===== src/rtl/mc_pkg.sv =====
package mc_pkg;

  // Bits of one library instance that a single slice occupies.
  function automatic int slice_width(int m, int lm, int lw);
    return (m < lm) ? m : lw;
  endfunction

  function automatic int div_up(int a, int b);
    return (a + b - 1) / b;
  endfunction

  function automatic bit pow2(int v);
    return (v > 0) && ((v & (v - 1)) == 0);
  endfunction

endpackage


===== src/rtl/mc_lib_sram.sv =====
module mc_lib_sram #(
  parameter int LW = 8,
  parameter int LD = 8,
  parameter int LM = 4,
  localparam int LMW = LW / LM,
  localparam int LAW = $clog2(LD)
) (
  input  logic           clk,
  input  logic           rst_n,
  input  logic           ce,
  input  logic           we,
  input  logic [LAW-1:0] addr,
  input  logic [LW-1:0]  wdata,
  input  logic [LMW-1:0] wmask,
  output logic [LW-1:0]  rdata
);

  logic [LW-1:0] store [LD];
  logic [LW-1:0] rdata_d, rdata_q;

  always_ff @(posedge clk) begin
    if (ce && we) begin
      for (int k = 0; k < LMW; k++) begin
        if (wmask[k]) store[addr][k*LM +: LM] <= wdata[k*LM +: LM];
      end
    end
  end

  always_comb begin
    rdata_d = rdata_q;
    if (ce && !we) rdata_d = store[addr];
  end

  always_ff @(posedge clk or negedge rst_n) begin
    if (!rst_n) rdata_q <= '0;
    else        rdata_q <= rdata_d;
  end

  assign rdata = rdata_q;

endmodule


===== src/rtl/mc_slice_map.sv =====
module mc_slice_map #(
  parameter int W   = 12,
  parameter int M   = 2,
  parameter int LW  = 8,
  parameter int LM  = 4,
  parameter int EW  = 2,
  parameter int LSB = 0,
  parameter int NB  = 3,
  localparam int MW  = W / M,
  localparam int LMW = LW / LM
) (
  input  logic [W-1:0]           wdata,
  input  logic [MW-1:0]          wmask,
  output logic [LW-1:0]          lib_wdata,
  output logic [LMW-1:0]         lib_wmask,
  input  logic [NB-1:0][LW-1:0]  lib_rdata,
  output logic [NB-1:0][W-1:0]   placed
);

  // Write data: only bits that carry a logical bit are driven, the rest are zero.
  for (genvar b = 0; b < LW; b++) begin : g_wd
    if (b < EW && LSB + b < W) begin : g_live
      assign lib_wdata[b] = wdata[LSB + b];
    end else begin : g_tie
      assign lib_wdata[b] = 1'b0;
    end
  end

  // Mask remap: library mask bit k covers library bits from k*LM upward.
  for (genvar k = 0; k < LMW; k++) begin : g_wm
    localparam int I = k * LM;
    if (M < LM && I >= EW) begin : g_fine_tie
      assign lib_wmask[k] = 1'b0;
    end else if (LSB + I >= W) begin : g_wide_tie
      assign lib_wmask[k] = 1'b0;
    end else begin : g_pick
      assign lib_wmask[k] = wmask[(LSB + I) / M];
    end
  end

  // Read placement: put this slice's bits back at their logical position.
  for (genvar b = 0; b < NB; b++) begin : g_rb
    for (genvar p = 0; p < W; p++) begin : g_rp
      if (p >= LSB && p < LSB + EW) begin : g_in
        assign placed[b][p] = lib_rdata[b][p - LSB];
      end else begin : g_out
        assign placed[b][p] = 1'b0;
      end
    end
  end

endmodule


===== src/rtl/mc_bank_decode.sv =====
module mc_bank_decode #(
  parameter int AW  = 5,
  parameter int LAW = 3,
  parameter int NB  = 3,
  parameter int XW  = 6,
  localparam int BW = XW - LAW
) (
  input  logic           req,
  input  logic [AW-1:0]  addr,
  output logic [LAW-1:0] lib_addr,
  output logic [BW-1:0]  bank_idx,
  output logic [NB-1:0]  bank_sel
);

  logic [XW-1:0] addr_x;

  assign addr_x   = XW'(addr);
  assign lib_addr = addr_x[LAW-1:0];
  assign bank_idx = addr_x[XW-1:LAW];

  for (genvar b = 0; b < NB; b++) begin : g_sel
    assign bank_sel[b] = req && (bank_idx == BW'(b));
  end

endmodule


===== src/rtl/mc_read_select.sv =====
module mc_read_select #(
  parameter int W  = 12,
  parameter int NB = 3,
  parameter int BW = 3
) (
  input  logic                 clk,
  input  logic                 rst_n,
  input  logic                 rd_en,
  input  logic [BW-1:0]        bank_idx,
  input  logic [NB-1:0][W-1:0] bank_rdata,
  output logic [W-1:0]         rdata
);

  logic [BW-1:0] rbank_d, rbank_q;

  always_comb begin
    rbank_d = rbank_q;
    if (rd_en) rbank_d = bank_idx;
  end

  always_ff @(posedge clk or negedge rst_n) begin
    if (!rst_n) rbank_q <= '0;
    else        rbank_q <= rbank_d;
  end

  always_comb begin
    rdata = '0;
    for (int b = 0; b < NB; b++) begin
      if (rbank_q == BW'(b)) rdata = bank_rdata[b];
    end
  end

endmodule


===== src/rtl/mem_composer.sv =====
module mem_composer
  import mc_pkg::*;
#(
  parameter int W  = 12,
  parameter int D  = 24,
  parameter int M  = 2,
  parameter int LW = 8,
  parameter int LD = 8,
  parameter int LM = 4,
  localparam int AW = $clog2(D),
  localparam int MW = W / M
) (
  input  logic          clk,
  input  logic          rst_n,
  input  logic          req,
  input  logic          wr,
  input  logic [AW-1:0] addr,
  input  logic [W-1:0]  wr_data,
  input  logic [MW-1:0] wr_mask,
  output logic [W-1:0]  rd_data
);

  localparam int LAW = $clog2(LD);
  localparam int LMW = LW / LM;
  localparam int EW  = slice_width(M, LM, LW);
  localparam int NS  = div_up(W, EW);
  localparam int NB  = div_up(D, LD);
  localparam int XW  = ((AW > LAW) ? AW : LAW) + 1;
  localparam int BW  = XW - LAW;

  // Elaboration-time legality of the geometry.
  if (!pow2(LM)) begin : g_bad_lm
    $error("library mask granularity must be a power of two");
  end
  if (!pow2(LD)) begin : g_bad_ld
    $error("library depth must be a power of two");
  end
  if (LW % LM != 0 || W % M != 0) begin : g_bad_div
    $error("widths must be whole multiples of their mask granularity");
  end
  if (M >= LM && (M % LM) != 0) begin : g_bad_coarse
    $error("logical granularity is not a multiple of library granularity");
  end
  if (M < LM && (LM % M) != 0) begin : g_bad_fine
    $error("library granularity is not a multiple of logical granularity");
  end

  logic [LAW-1:0]               lib_addr;
  logic [BW-1:0]                bank_idx;
  logic [NB-1:0]                bank_sel;
  logic [NS-1:0][LW-1:0]        lib_wd;
  logic [NS-1:0][LMW-1:0]       lib_wm;
  logic [NS-1:0][NB-1:0][LW-1:0] lib_rd;
  logic [NS-1:0][NB-1:0][W-1:0] placed;
  logic [NB-1:0][W-1:0]         bank_rdata;
  logic                         rd_en;

  assign rd_en = req && !wr;

  mc_bank_decode #(
    .AW(AW), .LAW(LAW), .NB(NB), .XW(XW)
  ) u_dec (
    .req      (req),
    .addr     (addr),
    .lib_addr (lib_addr),
    .bank_idx (bank_idx),
    .bank_sel (bank_sel)
  );

  for (genvar s = 0; s < NS; s++) begin : g_slice
    mc_slice_map #(
      .W(W), .M(M), .LW(LW), .LM(LM), .EW(EW), .LSB(s * EW), .NB(NB)
    ) u_map (
      .wdata     (wr_data),
      .wmask     (wr_mask),
      .lib_wdata (lib_wd[s]),
      .lib_wmask (lib_wm[s]),
      .lib_rdata (lib_rd[s]),
      .placed    (placed[s])
    );

    for (genvar b = 0; b < NB; b++) begin : g_bank
      mc_lib_sram #(
        .LW(LW), .LD(LD), .LM(LM)
      ) u_lib (
        .clk   (clk),
        .rst_n (rst_n),
        .ce    (bank_sel[b]),
        .we    (wr),
        .addr  (lib_addr),
        .wdata (lib_wd[s]),
        .wmask (lib_wm[s]),
        .rdata (lib_rd[s][b])
      );
    end
  end

  always_comb begin
    for (int b = 0; b < NB; b++) begin
      bank_rdata[b] = '0;
      for (int s = 0; s < NS; s++) bank_rdata[b] = bank_rdata[b] | placed[s][b];
    end
  end

  mc_read_select #(
    .W(W), .NB(NB), .BW(BW)
  ) u_rsel (
    .clk        (clk),
    .rst_n      (rst_n),
    .rd_en      (rd_en),
    .bank_idx   (bank_idx),
    .bank_rdata (bank_rdata),
    .rdata      (rd_data)
  );

endmodule


===== config.mk =====
export PLATFORM = sky130hd
export DESIGN_NAME = mem_composer
export DESIGN_NICKNAME = d
export VERILOG_FILES = /design/src/rtl/mc_pkg.sv /design/src/rtl/mc_lib_sram.sv /design/src/rtl/mc_slice_map.sv /design/src/rtl/mc_bank_decode.sv /design/src/rtl/mc_read_select.sv /design/src/rtl/mem_composer.sv
export SDC_FILE = /design/constraint.sdc
export NUM_CORES = 1
export LEC_CHECK = 0
export BUFFER_PORTS_ARGS = -buffer_cell sky130_fd_sc_hd__buf_2
export CAP_MARGIN = 20
export CORE_AREA = 3 3 201 203
export CTS_CLUSTER_SIZE = 30
export DETAILED_ROUTE_END_ITERATION = 16
export DIE_AREA = 0 0 204 206
export GPL_TIMING_DRIVEN = 0
export HOLD_SLACK_MARGIN = 0.12
export PLACE_DENSITY = 0.59
export RECOVER_POWER = 100
export SLEW_MARGIN = 20
export SYNTH_ARGS = -nofsm -noshare
export SYNTH_HDL_FRONTEND = slang
export SYNTH_SLANG_ARGS = --single-unit

===== constraint.sdc =====
create_clock -name clk -period 1.3 [get_ports clk]
set_input_delay 0.13 -clock clk [delete_from_list [all_inputs] [get_ports clk]]
set_output_delay 0.13 -clock clk [all_outputs]
set_load 0.01 [all_outputs]

==> results.ini <==
[logic_synthesis]
netlist.area_leader.share_pct=63.9
netlist_area_mm2=0.0135
synth_cell_types=45
synthFlopType=edfxtp_1
syn_nets=979
synth-edff-count=288
ys_seq_area_share_pct=70.9
synth_warnings=0
synth_area_leaders=edfxtp_1 64%, dfrtp_1 7.0%, nor2_1 5.3%, mux2i_1 3.9%, nand2_1 1.5%
postSynthAreaPerCell_um2=14.2
synthCells=952
synth-seq-cells=326
async_flop_share_pct=11.7
yosysTopAreaCell=edfxtp_1

[critical_path]
cp.required_ps=1170
worstSetupPathType=reg2out
crit_fanout=10
worst_r2r_path_depth=4
start_kind=flip-flop
worstPathArrival_ps=1700
critPathLaunch=u_rsel.rbank_q[0]
r2r_slack_ps=10
crit_end=rd_data[6]
timing.rr.start=g_slice[0].g_bank[2].u_lib.store[3][0]
timing.rr.end=g_slice[0].g_bank[2].u_lib.rdata[0]
end_kind=output port

[floorplan]
die_area_mm2=0.0420
ios=39
coreArea_mm2=0.0386
die_h_um=206
num_rows=72
start_util_pct=35.0
die_w_um=204

[drt]
drtIter0Drc=974
drc=0
vias=9104
postRouteAntennaNets=0
wl_um=45200
wl_per_cell_um=28.2
first_pass_iters=7
vias_per_cell=5.68

[timing]
setup_ws_ps=-529
relSlewSlack_pct=30.7
slew_viol_final=0
hold_viol=0
max_freq_ghz=0.547
finalSetupTns_ps=-6440
tightest_slew_ps=1040
period_share_pct=141
setup_viol=29
rsz0062_at_grt=true
finalClockSkew_ps=14.4
finalCriticalPeriod_ps=1830

[clock_tree]
cts_tree=yes
cts_buffers=36
clock_path_buffers=3
insertion_delay_ps=520
cts-htree-levels=2
path_clk_slew_ps=60
clock-sinks=326
root_buffer=clkbuf_16

[placed_design]
placed_area_mm2=0.0148
hpwl_um=27900
pre_cts_ws_ps=-1140
gp_congestion=0.870
portBuffers=36

[global_routing]
antenna_found_initial=1
grt_pass1_vias=9084
grt_pass1_wl_um=64100
grt_max_degree=39
grt_remaining_overflow=0
grt_usage_pct=21.4

[power]
ir_worst_vdd_mv=0.843
power_w=0.0253
power_per_cell_area_mw_per_mm2=1500
leakagePower_nw=5.69

[cells_and_area]
areaGrowthSynthToFinish_pct=24.4
layout_common_cells=288 x edfxtp_1, 133 x nor2_1, 50 x mux2i_1, 41 x nand2_1
fin_util_pct=43.6
final_common_cell=edfxtp_1
fin_area_mm2=0.0168
antenna-diode-count=0
drive_gt1_share_pct=30.3
nNetsFinal=1084

[outcome]
outcome=complete, but fails checks
violations=negative setup slack

[min_path]
hold_start=wr_mask[4]
hp-class=in2reg

[flow_run]
cap_viol_max_count=0

worst min-delay path by stage:
stage	endpoint	slack, ps	cells after the start
after floorplan	g_slice[0].g_bank[0].u_lib.rdata[0]	-170	0
after global placement	g_slice[4].g_bank[0].u_lib.rdata[0]	350	1
after detailed placement	g_slice[4].g_bank[0].u_lib.rdata[1]	350	1
after CTS	u_rsel.rbank_q[0]	150	3
after global routing	g_slice[4].g_bank[1].u_lib.store[5][0]	200	3
final	g_slice[4].g_bank[1].u_lib.store[5][1]	190	3
critical path: stages, from the launching register on:
cell     delay (ps)
dfrtp_2         450
buf_12          190
mux2i_1         300
o21ai_4         110
buf_6           140
per-layer routing:
| metal | global-route usage (%) | vias up | routed length [um] |
|---|---|---|---|
| met5 | 0 | - | 13 |
| met4 | 7.94 | 2 | 1820 |
| met3 | 4.21 | 100 | 3990 |
| met2 | 35.3 | 509 | 21500 |
| met1 | 28.2 | 4641 | 17900 |
| li1 | - | 3852 | - |
sequential cells by signal, summed over array words and instances (netlist names):
register / cells
g_slice.g_bank.u_lib.store: 288
u_rsel.rbank_q: 2
g_slice.g_bank.u_lib.rdata: 36
per-stage QoR:
step | hold WS (ps) | cells
after floorplan | -166 | 952
after global placement | 348 | 1506
after detailed placement | 345 | 1507
after CTS | 152 | 1600
after global routing | 199 | 1603
final | 186 | 1603
report_power, final:
group / switching [W] / internal (W)
Clock: 0.00411 / 0.00659
Sequential: 0.000207 / 0.0117
Combinational: 0.00167 / 0.00103
Total: 0.00599 / 0.0193
final cells by class:
class / count / area [um2]
fillers: 3491 / 21800
flip-flops and latches: 326 / 9600
multi-input cells: 558 / 4230
clock buffers: 46 / 990
well taps: 518 / 648
plain buffers: 65 / 612
repair buffers: 68 / 505
clock inverters: 20 / 254
inverters: 2 / 7.51
Yosys cell counts, types with 2 or more instances:
cell type and instances:
a211o_1 9, a21o_1 9, a21oi_1 9, a221o_1 8
a221oi_1 21, a222oi_1 3, a22o_1 17, a22oi_1 16
a2bb2oi_1 3, a31oi_1 22, a41oi_2 4, and2_1 2
and3_1 2, buf_2 30, buf_4 7, buf_6 10
clkbuf_1 16, clkbuf_2 2, dfrtp_1 38, edfxtp_1 288
mux2_1 14, mux2_2 12, mux2_4 8, mux2i_1 53
nand2_1 53, nand2_2 4, nand2b_1 3, nand3_1 9
nand3_2 2, nor2_1 191, nor2b_1 5, nor3_1 4
o21ai_0 36, o21ai_1 4, o22a_1 10, o22ai_1 6
o2bb2ai_1 13, or3_1 2
kinds of logic (layout without fill, tap and decap cells):
family / Yosys count / in the layout / synth area share (%)
compound gates: 192 / 192 / 10.7
buf+inv: 68 / 201 / 3.01
flops: 326 / 326 / 70.9
simple gates: 279 / 279 / 8.40
mux: 87 / 87 / 6.97
what timing repair did:
| action | CTS | global route |
|---|---|---|
| setup buffers | 12 | 3 |
| gates cloned | 1 | 0 |
| hold buffers | 15 | 0 |
| pin swaps | 7 | 24 |
| endpoints found under the setup margin | 334 | 79 |
| hold endpoints to repair | 326 | 0 |
| gates resized for setup | 84 | 75 |
Note: power is estimated with default switching activity, not from simulation.
